--- config.mk ---
export PLATFORM = sky130hd
export DESIGN_NAME = bipolar_pwm_seq
export DESIGN_NICKNAME = d
export VERILOG_FILES = /design/src/rtl/pwm_seq_pkg.sv /design/src/rtl/pwm_seq_ctrl.sv /design/src/rtl/pwm_seq_dpath.sv /design/src/rtl/bipolar_pwm_seq.sv
export SDC_FILE = /design/constraint.sdc
export NUM_CORES = 1
export LEC_CHECK = 0
export BUFFER_PORTS_ARGS = -buffer_cell sky130_fd_sc_hd__buf_2
export CAP_MARGIN = 20
export CORE_MARGIN = 2
export CORE_UTILIZATION = 35
export CTS_CLUSTER_SIZE = 25
export DETAILED_ROUTE_END_ITERATION = 12
export PLACE_DENSITY = 0.59
export SLEW_MARGIN = 20
export SYNTH_ARGS = -nofsm -noshare
export SYNTH_HDL_FRONTEND = slang
export SYNTH_HIERARCHICAL = 1
export SYNTH_SLANG_ARGS = --single-unit
export TNS_END_PERCENT = 100
--- constraint.sdc ---
create_clock -name clk -period 2.76 [get_ports clk]
set_input_delay 0.138 -clock clk [delete_from_list [all_inputs] [get_ports clk]]
set_output_delay 0.138 -clock clk [all_outputs]
set_load 0.03 [all_outputs]
--- src/rtl/pwm_seq_pkg.sv ---
package pwm_seq_pkg;

  typedef enum logic [1:0] {
    SEQ_IDLE = 2'd0,
    SEQ_ADC  = 2'd1,
    SEQ_CALC = 2'd2
  } seqState_e;

  typedef struct packed {
    logic periodTick;
    logic loadCmd;
  } seqStrobes_t;

endpackage

--- src/rtl/pwm_seq_ctrl.sv ---
module pwm_seq_ctrl
  import pwm_seq_pkg::*;
#(
  parameter int PERIOD_CLKS = 100
) (
  input  logic        clk,
  input  logic        rstN,
  input  logic        adcDone,
  input  logic        calcDone,
  output logic        adcStart,
  output logic        calcStart,
  output seqStrobes_t strobes
);

  localparam int TW = (PERIOD_CLKS > 1) ? $clog2(PERIOD_CLKS) : 1;

  logic [TW-1:0] timerCnt;
  seqState_e     state;
  logic          tick;

  assign tick = (timerCnt == '0);

  // Free-running period timer; zero marks the boundary.
  always_ff @(posedge clk) begin
    if (!rstN) begin
      timerCnt <= '0;
    end else if (timerCnt == TW'(PERIOD_CLKS - 1)) begin
      timerCnt <= '0;
    end else begin
      timerCnt <= timerCnt + 1'b1;
    end
  end

  // Start/done chain; the boundary always wins and restarts it.
  always_ff @(posedge clk) begin
    if (!rstN) begin
      state     <= SEQ_IDLE;
      adcStart  <= 1'b0;
      calcStart <= 1'b0;
    end else begin
      adcStart  <= 1'b0;
      calcStart <= 1'b0;
      if (tick) begin
        state    <= SEQ_ADC;
        adcStart <= 1'b1;
      end else begin
        unique case (state)
          SEQ_ADC: begin
            if (adcDone) begin
              state     <= SEQ_CALC;
              calcStart <= 1'b1;
            end
          end
          SEQ_CALC: begin
            if (calcDone) state <= SEQ_IDLE;
          end
          default: state <= SEQ_IDLE;
        endcase
      end
    end
  end

  always_comb begin
    strobes.periodTick = tick;
    strobes.loadCmd    = (state == SEQ_CALC) && calcDone;
  end

endmodule

--- src/rtl/pwm_seq_dpath.sv ---
module pwm_seq_dpath
  import pwm_seq_pkg::*;
#(
  parameter int PERIOD_CLKS = 100,
  parameter int CMD_W       = 12,
  parameter int MAG_SHIFT   = 3
) (
  input  logic                    clk,
  input  logic                    rstN,
  input  seqStrobes_t             strobes,
  input  logic signed [CMD_W-1:0] cmdIn,
  output logic                    pwmPos,
  output logic                    pwmNeg
);

  localparam int CNT_W = $clog2(PERIOD_CLKS + 1);
  localparam int SW    = (CMD_W > CNT_W) ? CMD_W : CNT_W;

  logic             cmdNeg;
  logic [CMD_W-1:0] cmdMag;
  logic [SW-1:0]    scaled;
  logic [CNT_W-1:0] widthNext;

  logic [CNT_W-1:0] pendWidth;
  logic             pendNeg;
  logic [CNT_W-1:0] pulseLeft;
  logic             pulseNeg;

  // Sign/magnitude split, scaling and clamp.
  always_comb begin
    cmdNeg = cmdIn[CMD_W-1];
    cmdMag = cmdNeg ? (~cmdIn + 1'b1) : cmdIn;
    scaled = SW'(cmdMag) >> MAG_SHIFT;
    if (scaled > SW'(PERIOD_CLKS)) begin
      widthNext = CNT_W'(PERIOD_CLKS);
    end else begin
      widthNext = scaled[CNT_W-1:0];
    end
  end

  // Pending command: waits for the next boundary.
  always_ff @(posedge clk) begin
    if (!rstN) begin
      pendWidth <= '0;
      pendNeg   <= 1'b0;
    end else if (strobes.loadCmd) begin
      pendWidth <= widthNext;
      pendNeg   <= cmdNeg;
    end
  end

  // Active pulse: reloaded only at the boundary, then counts down.
  always_ff @(posedge clk) begin
    if (!rstN) begin
      pulseLeft <= '0;
      pulseNeg  <= 1'b0;
    end else if (strobes.periodTick) begin
      pulseLeft <= pendWidth;
      pulseNeg  <= pendNeg;
    end else if (pulseLeft != '0) begin
      pulseLeft <= pulseLeft - 1'b1;
    end
  end

  assign pwmPos = (pulseLeft != '0) && !pulseNeg;
  assign pwmNeg = (pulseLeft != '0) &&  pulseNeg;

endmodule

--- src/rtl/bipolar_pwm_seq.sv ---
module bipolar_pwm_seq
  import pwm_seq_pkg::*;
#(
  parameter int PERIOD_CLKS = 100,
  parameter int CMD_W       = 12,
  parameter int MAG_SHIFT   = 3
) (
  input  logic                    clk,
  input  logic                    rstN,
  input  logic                    adcDone,
  input  logic                    calcDone,
  input  logic signed [CMD_W-1:0] cmdIn,
  output logic                    adcStart,
  output logic                    calcStart,
  output logic                    pwmPos,
  output logic                    pwmNeg
);

  seqStrobes_t strobes;

  pwm_seq_ctrl #(
    .PERIOD_CLKS(PERIOD_CLKS)
  ) u_ctrl (
    .clk      (clk),
    .rstN     (rstN),
    .adcDone  (adcDone),
    .calcDone (calcDone),
    .adcStart (adcStart),
    .calcStart(calcStart),
    .strobes  (strobes)
  );

  pwm_seq_dpath #(
    .PERIOD_CLKS(PERIOD_CLKS),
    .CMD_W      (CMD_W),
    .MAG_SHIFT  (MAG_SHIFT)
  ) u_dpath (
    .clk    (clk),
    .rstN   (rstN),
    .strobes(strobes),
    .cmdIn  (cmdIn),
    .pwmPos (pwmPos),
    .pwmNeg (pwmNeg)
  );

endmodule

==> impl_metrics.toml, run 1 <==
[status]
outcome = "finished, final reports clean"

[floorplanning]
placementRows = 24
die_w_um = 71.2
core_sq_um = 4350
die_h_um = 71.2
dieArea_sq_um = 5070
initial_core_util = 0.363
io_pins = 20

[cts]
cts_resized = 0
cts_buffers = 3
htreeDepth = 1
root_buffer = "clkbuf_8"
worstSkewPairLatency_ns = 0.27
cts_buffer_depth = 2
postCtsSetupBuffers = 0
clk_pin_slew_ns = 0.09
cts-hold-fix-buffers = 0
cts.sinks = 27
tritoncts = "done"

[routing]
via_per_inst = 5.08
ant_nets = 0
drc = 0
drtPass1Iterations = 4
wirelength_mm = 2.93
drt_iter0_markers = 45
drt-wirelength-per-cell_um = 11.6
dr_total_vias = 1284

[yosys]
async_flop_share = 0
syn_inst = 184
synth_largest_area_cell = "dfxtp_1"
syn_nets = 204
avgSynthCellArea_sq_um = 8.60
synth_ff_type = "dfxtp_1"
ys_types = 47
synth_edf_count = 0
synth_top_cell_area_share = 0.342
yosys-top-cells-area = "dfxtp_1 (34%), xor2_1 (5.0%), nor2_1 (4.0%)"
syn_area_sq_um = 1580
yosys_warnings = 6
yosysSeqAreaShare = 0.342
synth-seq-cells = 27

[timing]
finalCritPeriodShare = 0.728
slew_headroom = 0.456
timing.setup.tns_ns = 0
drv_slew = 0
finClkSkew_ns = 0.00432
worstMarginPinSlew_ns = 0.812
rsz0062_at_grt = "no"
fin_crit_ns = 2.01
fmax_ghz = 0.497
hold_viol = 0
setup_viol = 0

[power_and_ir_drop]
ir_worst_vdd_mv = 0.319
power.leakage_nw = 0.664
power_mw = 1.32
power.density_nw_per_um2 = 750

[placement]
post-dp-hpwl_mm = 2.13
io_buffer_count = 19
routabilityCongestion = 0.720
place_area_sq_um = 1710

[setup_path]
cp-end-kind = "register"
critPathRequiredTime_ns = 2.93
crit_type = "register to register"
critPathLaunchType = "register"
worstPathArrival_ns = 2.18
critPathMaxFanout = 17

[cells_and_area]
num_antenna_cells = 0
utilization = 0.403
areaGrowthSynthToFinish_pct = 11.0
finish.instance_area_sq_um = 1760
layout.nets = 222
drive_gt1_frac = 0.164

[global_route]
grt_max_degree = 25
grt_overflow = 0
grt_util_all_layers = 0.122
antenna_found_initial = 0
grt_pass1_wl_mm = 5.02
grt_pass1_vias = 1155

[job]
drv_cap = 0

[worst_hold_path]
hold_path_class = "input pin to register"
layer usage:
layer | track usage | wire, um | vias to the layer above
met2 | 0.185 | 1210 | 23
li1 | - | - | 685
met5 | 0 | 0 | -
met3 | 0.0197 | 104 | 5
met4 | 0.0629 | 65 | 0
met1 | 0.167 | 1550 | 571
per-stage QoR:
step                      hold slack, ns  cells  setup WS [ns]
final                              0.140    253          0.749
after global routing               0.129    253          0.609
after CTS                          0.127    253          0.753
after detailed placement           0.426    249          0.760
after global placement             0.432    249          0.791
after floorplan                    0.256    184          0.919
flip-flops by register name (all words and copies together), names as in the netlist:
register and flops:
u_dpath/pulseNeg 1, u_ctrl/timerCnt 7, u_ctrl/calcStart 1, u_ctrl/adcStart 1
u_dpath/pulseLeft 7, u_dpath/pendNeg 1, u_ctrl/state 2, u_dpath/pendWidth 7
worst max-delay path, cell delays in order, from the launching register on:
cell and delay, ns:
dfxtp_1 0.36, or3_4 0.41, nor4b_4 0.74, nor2_1 0.15
a22oi_1 0.19, nor2b_1 0.06
synth_stat cells (2+ instances only):
| master | number |
|---|---|
| a22oi_1 | 3 |
| mux2i_1 | 4 |
| inv_1 | 8 |
| nor2_1 | 17 |
| o221a_1 | 2 |
| or3_1 | 2 |
| ha_1 | 4 |
| dfxtp_1 | 27 |
| o31ai_1 | 5 |
| a211oi_1 | 2 |
| xnor2_1 | 6 |
| nor3_1 | 2 |
| a41oi_1 | 2 |
| nor2b_1 | 6 |
| o21ai_0 | 10 |
| and2_1 | 5 |
| nand2b_1 | 4 |
| nand3b_1 | 4 |
| nor4b_1 | 2 |
| a21oi_1 | 5 |
| a21boi_0 | 2 |
| nand3_1 | 8 |
| clkbuf_1 | 4 |
| or3_4 | 2 |
| o221ai_1 | 2 |
| nand2_1 | 16 |
| or2_2 | 2 |
| xor2_1 | 9 |
power breakdown:
| group | total (mW) | switching (mW) | internal (mW) |
|---|---|---|---|
| Clock | 0.222 | 0.118 | 0.103 |
| Combinational | 0.611 | 0.347 | 0.264 |
| Sequential | 0.485 | 0.0406 | 0.445 |
area by class of cell:
class,count,area [sq um]
fillers,446,2600
multi-input cells,142,972
flip-flops and latches,27,541
repair buffers,20,103
well taps,52,65.1
clock buffers,4,45.0
inverters,8,30.0
worst paths after layout:
kind | from | endpoint | slack (ns) | cells after the start
hold reg to reg | u_ctrl/timerCnt[0] | u_ctrl/timerCnt[0] | 0.48 | 1
setup / recovery | u_ctrl/timerCnt[4] | u_dpath/pulseLeft[4] | 0.75 | 5
hold / removal | adcDone | u_ctrl/calcStart | 0.14 | 3
setup reg to reg | u_ctrl/timerCnt[4] | u_dpath/pulseLeft[4] | 0.75 | 5
cells by family after synthesis:
kind of cell	count (synthesis)	synth area share
and+or+nand+nor	80	0.300
AOI/OAI and AO/OA	39	0.175
DFF	27	0.342
xor gates and xnor gates	15	0.0831
buffers and inverters	15	0.0435
muxes	4	0.0253
adders and majority gates	4	0.0316
cell usage in the layout (no fill, tap or decap), types with 5 or more instances in the layout:
cell / Yosys / routed
inv_1: 8 / 8
nand3_1: 8 / 8
nor2_1: 17 / 17
o31ai_1: 5 / 5
buf_2: 1 / 19
o21ai_0: 10 / 10
and2_1: 5 / 5
xor2_1: 9 / 9
a21oi_1: 5 / 5
nand2_1: 16 / 16
dfxtp_1: 27 / 27
xnor2_1: 6 / 6
nor2b_1: 6 / 6
No activity file was read; power rests on OpenSTA's default activity.
==> run 2, diff against run 1 <==
--- a/config.mk
+++ b/config.mk
@@ -5,6 +5,7 @@
 export SDC_FILE = /design/constraint.sdc
 export NUM_CORES = 1
 export LEC_CHECK = 0
+export ABC_AREA = 1
 export BUFFER_PORTS_ARGS = -buffer_cell sky130_fd_sc_hd__buf_2
 export CAP_MARGIN = 20
 export CORE_MARGIN = 2
==> constraint.sdc (replaced) <==
create_clock -name clk -period 2 [get_ports clk]
set_input_delay 0.1 -clock clk [delete_from_list [all_inputs] [get_ports clk]]
set_output_delay 0.1 -clock clk [all_outputs]
set_load 0.03 [all_outputs]
==> impl_metrics.toml, run 2 <==
[setup_path]
worstPathArrival_ns = 1.74
reg2reg_to = "u_dpath/pulseLeft[6]"
cp_cell_sequence = "inv_1, ha_1, nand4_2, inv_1, inv_1, o21ai_0, nor2_1, o21ai_0, inv_1"
r2r_slack_ns = 0.42
critPathSlowestCell = "dfxtp_1"
crit_top_cell = "inv_1"
critPathRequiredTime_ns = 2.16
crit_path_max_incr_delay_ns = 0.35
r2r-start = "u_ctrl/timerCnt[0]"
crit_type = "register to register"
cp-end-kind = "register"
reg2regPathDepth = 9
critPathLaunchType = "register"
critPathMaxFanout = 9

[floorplanning]
die_h_um = 71.6
core_sq_um = 4380
initial_core_util = 0.365
placementRows = 24
io_pins = 20
die_w_um = 71.6
dieArea_sq_um = 5130

[cells_and_area]
areaGrowthSynthToFinish_pct = 12.2
num_antenna_cells = 0
layout_common_cells = "nand2_1 (55), nor2_1 (43), inv_1 (36)"
utilization = 0.410
layout_commonest_cell = "nand2_1"
finish.instance_area_sq_um = 1800
drive_gt1_frac = 0.157
reg.largest.list = "u_ctrl/timerCnt: 7 flops, u_dpath/pendWidth: 7 flops, u_dpath/pulseLeft: 7 flops"
layout.nets = 289
nFillCells = 476

[yosys]
synth_top_cell_area_share = 0.338
synth_largest_area_cell = "dfxtp_1"
synth_mux_area_frac = 0
synth_edf_count = 0
syn_area_sq_um = 1600
syn_nets = 267
synth-adder-area-share = 0.0313
syn_inst = 247
synth_top_family_by_area = "simple AND/OR/NAND/NOR gates"
avgSynthCellArea_sq_um = 6.48
yosys_warnings = 6
synth-seq-cells = 27
yosys.area_share.simple = 0.389
synth_ff_type = "dfxtp_1"
yosysSeqAreaShare = 0.338
async_flop_share = 0
synth_common_cells = "nand2_1 (55), nor2_1 (43), inv_1 (36), dfxtp_1 (27), nand3_1 (18)"
synth-xor-area-share = 0.0328
yosysMostFrequentCell = "nand2_1"
yosys-top-cells-area = "dfxtp_1 (34%), nand2_1 (13%), nor2_1 (10%)"
ys_types = 27
synth_compound_area_frac = 0.109

[cts]
postCtsSetupBuffers = 0
worstSkewPairLatency_ns = 0.27
tritoncts = "done"
cts_resized = 0
cts_buffers = 3
htreeDepth = 1
clk_pin_slew_ns = 0.10
cts.sinks = 27
root_buffer = "clkbuf_8"
cts-hold-fix-buffers = 0
cts_buffer_depth = 2

[placement]
dpl_worst_slack_ns = 0.449
place_area_sq_um = 1750
io_buffer_count = 19
post-dp-hpwl_mm = 2.39
routabilityCongestion = 0.737

[timing]
timing.setup.tns_ns = 0
finalCritPeriodShare = 0.789
drv_slew = 0
finClkSkew_ns = 0.0150
worstMarginPinSlew_ns = 0.280
rsz0062_at_grt = "no"
setup_ws_ns = 0.423
setup_viol = 0
hold_viol = 0
slew_headroom = 0.812
fin_crit_ns = 1.58
fmax_ghz = 0.634

[worst_hold_path]
min_delay_worst_endpoint = "u_ctrl/calcStart"
holdPathStages = 3
hold_path_class = "input pin to register"
min_from = "adcDone"

[global_route]
grt_util_all_layers = 0.127
grt_overflow = 0
grt_pass1_vias = 1278
antenna_found_initial = 0
grt_max_degree = 16
grt_pass1_wl_mm = 5.33

[power_and_ir_drop]
ir_worst_vdd_mv = 0.317
power_mw = 1.72
power.leakage_nw = 0.856
power.density_nw_per_um2 = 956

[routing]
drtPass1Iterations = 4
dr_total_vias = 1431
wirelength_mm = 3.01
via_per_inst = 4.47
drt_iter0_markers = 45
drc = 0
drt-wirelength-per-cell_um = 9.41
ant_nets = 0

[status]
outcome = "finished, final reports clean"

[job]
drv_cap = 0
-- run 2: metrics by stage --
step           hold slack, ns  instances
2_1_floorplan           0.238        247
3_3_place_gp            0.402        316
3_5_place_dp            0.402        316
4_1_cts                 0.105        320
5_1_grt                 0.119        320
6_report                0.104        320
-- run 2: kinds of logic after synthesis --
kind of cell / after synthesis
flip-flops: 27
XOR/XNOR: 6
AO/OA/AOI/OAI: 30
AND/OR/NAND/NOR: 139
buffers and inverters: 41
adder cells (fa/ha/maj): 4
-- run 2: how the worst max path moves through the flow --
stage	endpoint	slack, ns	from	cells past startpoint
final	u_dpath/pulseLeft[6]	0.42	u_ctrl/timerCnt[0]	9
after global routing	u_dpath/pulseLeft[6]	0.26	u_ctrl/timerCnt[3]	8
after CTS	u_dpath/pulseLeft[6]	0.42	u_ctrl/timerCnt[0]	9
after detailed placement	u_dpath/pulseLeft[6]	0.45	u_ctrl/timerCnt[3]	8
after global placement	u_dpath/pulseLeft[6]	0.52	u_ctrl/timerCnt[3]	8
after floorplan	u_dpath/pulseLeft[6]	0.42	u_ctrl/timerCnt[0]	11
-- run 2: final cells by class --
type / count / area [sq um] / share of cell area
clock inverters: 1 / 5.00 / 0.00279
well taps: 52 / 65.1 / 0.0362
clock buffers: 3 / 41.3 / 0.0230
multi-input cells: 179 / 898 / 0.500
inverters: 38 / 143 / 0.0794
repair buffers: 20 / 103 / 0.0571
flip-flops and latches: 27 / 541 / 0.301
-- run 2: layer usage --
metal / vias to the layer above / track usage / wire length (um) / share of wire
met2: 18 / 0.192 / 1300 / 0.43
li1: 812 / - / - / -
met5: - / 0 / 0 / 0
met3: 0 / 0.0127 / 58 / 0.019
met4: 0 / 0.0440 / 0 / 0
met1: 601 / 0.187 / 1660 / 0.55
-- run 2: power breakdown --
group | internal, mW | total, mW | switching [mW]
clock | 0.139 | 0.306 | 0.167
combinational | 0.268 | 0.753 | 0.484
sequential | 0.614 | 0.657 | 0.0423
-- run 2: worst max-delay path: cells and delay by family (launching register included) --
family | cells | cell delay, ns
AND/OR/NAND/NOR | 2 | 0.21
buffers and inverters | 4 | 0.50
flip-flops | 1 | 0.35
adder cells (fa/ha/maj) | 1 | 0.16
AO/OA/AOI/OAI | 2 | 0.25
